## src/rtl/cnv_seq_pkg.sv

```systemverilog
// Shared types and the settling-length computation for the sequencer.
// Assumes rate codes 0..6 are valid and 7 is reserved.
package cnv_seq_pkg;
    localparam int RATE_W = 3;
    localparam int PER_W  = 14;
    localparam logic [RATE_W-1:0] RATE_RSVD = 3'b111;

    typedef enum logic [1:0] {
        ST_IDLE,
        ST_SETTLE,
        ST_RUN,
        ST_DONE
    } seq_state_t;

    // Settling length in modulator periods: a power of two plus four, plus margin.
    function automatic logic [PER_W-1:0] settle_periods(input logic [RATE_W-1:0] code,
                                                        input int margin);
        int sh;
        sh = 12 - int'(code);
        return PER_W'((1 << sh) + 4 + margin);
    endfunction
endpackage

```

## src/rtl/cnv_run_ctl.sv

```systemverilog
// Run-condition logic: combines the start pin with a latch set by the start
// command and cleared by the stop command or by single-shot completion.
// Assumes the command inputs are one-cycle pulses synchronous to clk.
module cnv_run_ctl (
    input  logic clk,
    input  logic rst_n,
    input  logic start_pin,
    input  logic start_cmd,
    input  logic stop_cmd,
    input  logic clr_latch,
    output logic run_now
);
    logic latch_q;

    // Latch update: a stop has priority, then a start, then completion clears it.
    always_ff @(posedge clk) begin
        if (!rst_n || stop_cmd) begin
            latch_q <= 1'b0;
        end else if (start_cmd) begin
            latch_q <= 1'b1;
        end else if (clr_latch) begin
            latch_q <= 1'b0;
        end
    end

    assign run_now = start_pin | (~stop_cmd & (start_cmd | latch_q));
endmodule

```

## src/rtl/cnv_settle_timer.sv

```systemverilog
// Counts input clocks into modulator periods and modulator periods up to a
// target. Raises done for the one clock on which the last period completes.
// Assumes DIV_HI >= DIV_LO >= 2 and a nonzero target.
module cnv_settle_timer #(
    parameter int DIV_LO = 4,
    parameter int DIV_HI = 16,
    parameter int PER_W  = 14
) (
    input  logic             clk,
    input  logic             rst_n,
    input  logic             load,
    input  logic             run,
    input  logic             div_hi,
    input  logic [PER_W-1:0] target,
    output logic             done
);
    localparam int PRE_W = $clog2(DIV_HI);

    logic [PRE_W-1:0] pre_q;
    logic [PER_W-1:0] per_q;
    logic [PRE_W-1:0] pre_last;
    logic             mod_tick;

    assign pre_last = div_hi ? PRE_W'(DIV_HI - 1) : PRE_W'(DIV_LO - 1);
    assign mod_tick = run && (pre_q == pre_last);
    assign done     = mod_tick && (per_q == target - PER_W'(1));

    // Prescaler and period counter, both cleared on load.
    always_ff @(posedge clk) begin
        if (!rst_n || load) begin
            pre_q <= '0;
            per_q <= '0;
        end else if (run) begin
            if (mod_tick) begin
                pre_q <= '0;
                per_q <= per_q + PER_W'(1);
            end else begin
                pre_q <= pre_q + PRE_W'(1);
            end
        end
    end
endmodule

```

## src/rtl/cnv_drdy_gen.sv

```systemverilog
// Shapes the active-low data-ready pulse and its valid/settled strobes.
// Tracks how many results remain unsettled after an input step.
// Assumes fire and halt are never high together.
module cnv_drdy_gen #(
    parameter int PULSE_CLKS   = 4,
    parameter int STEP_RESULTS = 3
) (
    input  logic clk,
    input  logic rst_n,
    input  logic fire,
    input  logic halt,
    input  logic clear,
    input  logic step,
    output logic drdy_n,
    output logic res_valid,
    output logic res_settled
);
    localparam int CNT_W = (PULSE_CLKS > 1) ? $clog2(PULSE_CLKS) : 1;
    localparam int SC_W  = $clog2(STEP_RESULTS + 1);

    logic [CNT_W-1:0] cnt_q;
    logic [SC_W-1:0]  sc_q;

    // Pulse shaping: fall on fire, rise after PULSE_CLKS clocks or on halt.
    always_ff @(posedge clk) begin
        if (!rst_n) begin
            drdy_n    <= 1'b1;
            cnt_q     <= '0;
            res_valid <= 1'b0;
        end else begin
            res_valid <= fire;
            if (halt) begin
                drdy_n <= 1'b1;
                cnt_q  <= '0;
            end else if (fire) begin
                drdy_n <= 1'b0;
                cnt_q  <= CNT_W'(PULSE_CLKS - 1);
            end else if (cnt_q != '0) begin
                cnt_q <= cnt_q - CNT_W'(1);
            end else begin
                drdy_n <= 1'b1;
            end
        end
    end

    // Count of unsettled results still due after a step.
    always_ff @(posedge clk) begin
        if (!rst_n || clear) begin
            sc_q <= '0;
        end else if (step) begin
            sc_q <= SC_W'(STEP_RESULTS);
        end else if (fire && sc_q != '0) begin
            sc_q <= sc_q - SC_W'(1);
        end
    end

    // Settled qualifier registered alongside res_valid.
    always_ff @(posedge clk) begin
        if (!rst_n) begin
            res_settled <= 1'b0;
        end else begin
            res_settled <= fire && !step && (sc_q == '0);
        end
    end
endmodule

```

## src/rtl/cnv_start_seq.sv

```systemverilog
// Top of the sequencer. Detects start events, captures the configuration,
// times the first settled result, then issues data-ready pulses in
// continuous or single-shot mode. Assumes the config inputs are static
// around a start event; they are captured only then.
module cnv_start_seq
    import cnv_seq_pkg::*;
#(
    parameter int MOD_DIV_LO     = 4,
    parameter int MOD_DIV_HI     = 16,
    parameter int MARGIN_PERIODS = 1,
    parameter int PULSE_CLKS     = 4,
    parameter int STEP_RESULTS   = 3
) (
    input  logic              clk,
    input  logic              rst_n,
    input  logic              start_pin,
    input  logic              start_cmd,
    input  logic              stop_cmd,
    input  logic              cfg_single,
    input  logic [RATE_W-1:0] cfg_rate,
    input  logic              cfg_div_hi,
    input  logic              out_tick,
    input  logic              step_evt,
    output logic              drdy_n,
    output logic              res_valid,
    output logic              res_settled,
    output logic              rate_err
);
    seq_state_t        st_q;
    logic [RATE_W-1:0] rate_q;
    logic              div_q;
    logic              single_q;
    logic              run_now;
    logic              start_req;
    logic              rsvd;
    logic              launch;
    logic              t_done;
    logic              fire;
    logic              halt;
    logic              clr_latch;
    logic              active;
    logic [PER_W-1:0]  target;

    cnv_run_ctl run_i (
        .clk       (clk),
        .rst_n     (rst_n),
        .start_pin (start_pin),
        .start_cmd (start_cmd),
        .stop_cmd  (stop_cmd),
        .clr_latch (clr_latch),
        .run_now   (run_now)
    );

    assign rsvd      = (cfg_rate == RATE_RSVD);
    assign start_req = (st_q == ST_IDLE) ? run_now
                     : (st_q == ST_DONE) ? (start_cmd & run_now) : 1'b0;
    assign launch    = start_req & ~rsvd;
    assign active    = (st_q == ST_SETTLE) || (st_q == ST_RUN);
    assign target    = settle_periods(rate_q, MARGIN_PERIODS);
    assign fire      = run_now && (((st_q == ST_SETTLE) && t_done)
                     || ((st_q == ST_RUN) && out_tick && drdy_n));
    assign halt      = launch | (active & ~run_now);
    assign clr_latch = (st_q == ST_SETTLE) && t_done && single_q;

    cnv_settle_timer #(
        .DIV_LO (MOD_DIV_LO),
        .DIV_HI (MOD_DIV_HI),
        .PER_W  (PER_W)
    ) timer_i (
        .clk    (clk),
        .rst_n  (rst_n),
        .load   (launch),
        .run    (st_q == ST_SETTLE),
        .div_hi (div_q),
        .target (target),
        .done   (t_done)
    );

    cnv_drdy_gen #(
        .PULSE_CLKS   (PULSE_CLKS),
        .STEP_RESULTS (STEP_RESULTS)
    ) drdy_i (
        .clk         (clk),
        .rst_n       (rst_n),
        .fire        (fire),
        .halt        (halt),
        .clear       (launch),
        .step        (step_evt),
        .drdy_n      (drdy_n),
        .res_valid   (res_valid),
        .res_settled (res_settled)
    );

    // Configuration capture at each start event.
    always_ff @(posedge clk) begin
        if (!rst_n) begin
            rate_q   <= '0;
            div_q    <= 1'b0;
            single_q <= 1'b0;
        end else if (launch) begin
            rate_q   <= cfg_rate;
            div_q    <= cfg_div_hi;
            single_q <= cfg_single;
        end
    end

    // Sequencer state transitions.
    always_ff @(posedge clk) begin
        if (!rst_n) begin
            st_q <= ST_IDLE;
        end else begin
            unique case (st_q)
                ST_IDLE:   if (launch) st_q <= ST_SETTLE;
                ST_SETTLE: begin
                    if (!run_now)    st_q <= ST_IDLE;
                    else if (t_done) st_q <= single_q ? ST_DONE : ST_RUN;
                end
                ST_RUN:    if (!run_now) st_q <= ST_IDLE;
                ST_DONE: begin
                    if (launch)       st_q <= ST_SETTLE;
                    else if (!run_now) st_q <= ST_IDLE;
                end
                default:   st_q <= ST_IDLE;
            endcase
        end
    end

    // Error flag for a start request carrying the reserved rate code.
    always_ff @(posedge clk) begin
        if (!rst_n) begin
            rate_err <= 1'b0;
        end else begin
            rate_err <= start_req & rsvd;
        end
    end
endmodule

```

## config.mk

```make
export PLATFORM = sky130hd
export DESIGN_NAME = cnv_start_seq
export DESIGN_NICKNAME = d
export VERILOG_FILES = /design/src/rtl/cnv_seq_pkg.sv /design/src/rtl/cnv_run_ctl.sv /design/src/rtl/cnv_settle_timer.sv /design/src/rtl/cnv_drdy_gen.sv /design/src/rtl/cnv_start_seq.sv
export SDC_FILE = /design/constraint.sdc
export NUM_CORES = 1
export LEC_CHECK = 0
export BUFFER_PORTS_ARGS = -buffer_cell sky130_fd_sc_hd__buf_2
export CAP_MARGIN = 20
export CORE_MARGIN = 2
export CORE_UTILIZATION = 42
export CTS_BUF_LIST = sky130_fd_sc_hd__clkbuf_4 sky130_fd_sc_hd__clkbuf_8
export CTS_CLUSTER_SIZE = 20
export DETAILED_ROUTE_END_ITERATION = 10
export GPL_TIMING_DRIVEN = 0
export MAX_ROUTING_LAYER = met4
export PLACE_DENSITY = 0.66
export SKIP_LAST_GASP = 1
export SYNTH_ARGS = -nofsm -noshare
export SYNTH_HDL_FRONTEND = slang
export SYNTH_SLANG_ARGS = --single-unit
```

## constraint.sdc

```tcl
create_clock -name clk -period 3.83 [get_ports clk]
set_input_delay 0.5745 -clock clk [delete_from_list [all_inputs] [get_ports clk]]
set_output_delay 0.5745 -clock clk [all_outputs]
set_load 0.05 [all_outputs]
```

==> impl_metrics.py <==
metrics = {
    "synth": {
        "synth_flop_cell": "dfxtp_1",
        "yosys-top-cells-area": "dfxtp_1 (35%), nor2_1 (6.9%), ha_1 (6.4%)",
        "synth-async-reset-ratio_pct": 0,
        "synth.top_cell.area_share_pct": 34.9,
        "synth_edf_count": 0,
        "synth_cell_type_count": 51,
        "ys_seq_area_share_pct": 34.9,
        "postSynthCellCount": 216,
        "ys.warnings.count": 0,
        "avgSynthCellArea_um2": 9.02,
        "ys_seq_elements": 34,
        "synth.cell_area_mm2": 0.00195,
        "synth_common_cells": "nor2_1 (36), dfxtp_1 (34), inv_1 (13)",
        "yosysMostFrequentCell": "nor2_1",
        "yosysTopAreaCell": "dfxtp_1",
    },
    "routing": {
        "first_pass_iters": 4,
        "drt_iter0_markers": 53,
        "drcViolationCount": 0,
        "ant_nets": 0,
        "dr_total_vias": 1519,
        "detail_route.wirelength_um": 3770,
        "via_per_inst": 5.20,
        "wire_per_inst_um": 12.9,
    },
    "grt": {
        "use_met2_pct": 24.9,
        "globalRouteOverflowTotal": 0,
        "grt_usage_pct": 16.4,
        "met1_usage_pct": 20.3,
        "top_usage_layer": "met2",
        "use_met3_pct": 3.33,
        "grt_max_degree": 12,
        "antenna_found_initial": 0,
        "grt_pass1_vias": 1451,
        "grt_pass1_wl_um": 6420,
    },
    "clock_network": {
        "clock-sinks": 34,
        "cts_tree": "yes",
        "htree_levels": 2,
        "cts_setup_buffers": 0,
        "clock_path_buffers": 2,
        "clk_pin_slew_ns": 0.07,
        "cts_hold_buf": 0,
        "clkLatencyLatePin_ns": 0.30,
        "cts-buffers-inserted": 5,
        "cts_root_buffer": "clkbuf_8",
        "cts_resized": 0,
    },
    "sta": {
        "fmax_mhz": 421,
        "tightest_slew_ns": 0.719,
        "period_minus_slack_ns": 2.38,
        "skew_ns": 0.0128,
        "hold_viol_final": 0,
        "relSlewSlack_pct": 51.6,
        "rsz0062_at_grt": "false",
        "slew_viol_final": 0,
        "post-route-period-util_pct": 62.1,
        "whs_ns": 0.518,
        "finalSetupViolCount": 0,
        "fin_tns_setup_ns": 0,
    },
    "worst_setup_path": {
        "timing.rr.end": "timer_i.pre_q[3]",
        "rr_worst_depth": 8,
        "setup.worst_path.class": "reg2reg",
        "worstPathArrival_ns": 2.54,
        "critPathCaptureType": "register",
        "rrSetupSlack_ns": 1.45,
        "startpoint_type": "register",
        "r2r_start": "st_q[1]",
        "critPathMaxFanout": 10,
        "required_ns": 3.99,
    },
    "status": {
        "status": "finished, final reports clean",
    },
    "worst_hold_path": {
        "hold_class": "reg2reg",
        "whs_endpoint": "run_i.latch_q",
        "hold_depth": 2,
        "hp-start": "run_i.latch_q",
    },
    "finish": {
        "drive_gt1_share_pct": 17.5,
        "finalNetCount": 261,
        "post-route-cell-area_mm2": 0.00219,
        "num_antenna_cells": 0,
        "fillers": 433,
        "syn_to_final_growth_pct": 12.3,
    },
    "placed_design": {
        "dpl-instance-area_mm2": 0.00209,
        "io_buffers": 15,
        "gp_congestion": 0.779,
        "post-dp-hpwl_um": 2880,
    },
    "power_and_ir_drop": {
        "power.density_mw_per_mm2": 373,
        "p_total_uw": 817,
        "peakVddDrop_mv": 0.201,
        "p_leak_uw": 0.000916,
    },
    "floorplan": {
        "coreArea_mm2": 0.00441,
        "start_util_pct": 44.2,
        "num_rows": 24,
        "dieHeight_um": 72.1,
        "io-pin-count": 16,
        "dieArea_mm2": 0.00520,
        "die_w_um": 72.1,
    },
    "job": {
        "maxCapViolCount": 0,
    },
}
[where the power goes]
part | total [uW] | switching (uW) | internal, uW
logic | 156 | 92.9 | 62.8
clock network | 282 | 138 | 144
registers | 379 | 10.4 | 369
[flip-flops by register name, summed over array words and instances, names as in the netlist, 2 cells and up]
name           flops
timer_i.per_q     14
timer_i.pre_q      4
drdy_i.sc_q        2
st_q               2
rate_q             3
drdy_i.cnt_q       2
[routing by layer]
metal,up-vias,part of all wire (%)
met5,-,0
met4,0,2.3
met3,7,3.3
met2,17,46
met1,694,48
li1,801,-
[worst max-delay path, stage by stage (launching register included)]
cell	delay, ns
dfxtp_1	0.34
inv_1	0.12
ha_1	0.31
o21ai_1	0.10
a221o_1	0.38
a31oi_2	0.44
nand2b_1	0.21
buf_2	0.25
nor3_1	0.09
[cell usage in the layout, fill, tap and decap left out, types with 2 or more instances in the layout]
cell,n
mux2i_1,7
buf_2,21
o221a_2,3
o21ai_0,4
nand4_1,5
dfxtp_1,34
nor3_1,4
o211a_1,2
nor2_1,36
o21ai_1,4
a21oi_1,4
o21a_1,2
nor3b_1,2
a2111oi_4,2
xor2_1,11
nand3_1,4
nor4bb_1,2
nand2b_1,2
nor2b_1,5
ha_1,10
and2_1,3
a21o_1,2
nand2_1,9
and4b_1,2
clkbuf_8,6
xnor2_1,7
inv_1,13
conb_1,2
a21oi_2,2
and3_1,6
[how the worst max path moves through the flow]
stage	start	end	cells after the start
6_report	st_q[1]	timer_i.pre_q[3]	8
5_1_grt	st_q[1]	timer_i.pre_q[3]	8
4_1_cts	st_q[1]	timer_i.pre_q[3]	8
3_5_place_dp	st_q[1]	timer_i.pre_q[3]	8
3_3_place_gp	st_q[1]	timer_i.pre_q[3]	8
2_1_floorplan	st_q[1]	st_q[0]	9
[final cells by class]
cell class	count	area (um^2)	area share [%]
Clock buffer	6	82.6	3.77
Tap cell	52	65.1	2.97
Buffer	7	33.8	1.54
Sequential cell	34	681	31.1
Inverter	13	48.8	2.23
Timing Repair Buffer	15	75.1	3.43
Clock inverter	2	12.5	0.572
Multi-Input combinational cell	163	1190	54.4
[kinds of logic after synthesis]
logic type               count (synthesis)  share of synthesized area, %
multiplexers                             7                          3.59
AO/OA/AOI/OAI                           38                          17.9
other                                    1                         0.192
XOR/XNOR                                18                          8.09
adder cells (fa/ha/maj)                 10                          6.42
buffers and inverters                   20                          4.24
flip-flops                              34                          34.9
AND/OR/NAND/NOR                         88                          24.6
[per-stage QoR]
stage          worst slack (ns)  std cells  utilization, %
2_1_floorplan              1.80        217               -
3_3_place_gp               1.46        284            47.4
3_5_place_dp               1.44        284            47.4
4_1_cts                    1.42        292            49.6
5_1_grt                    1.26        292            49.6
6_report                   1.45        292            49.6
Power figures use the tool's default switching activity.
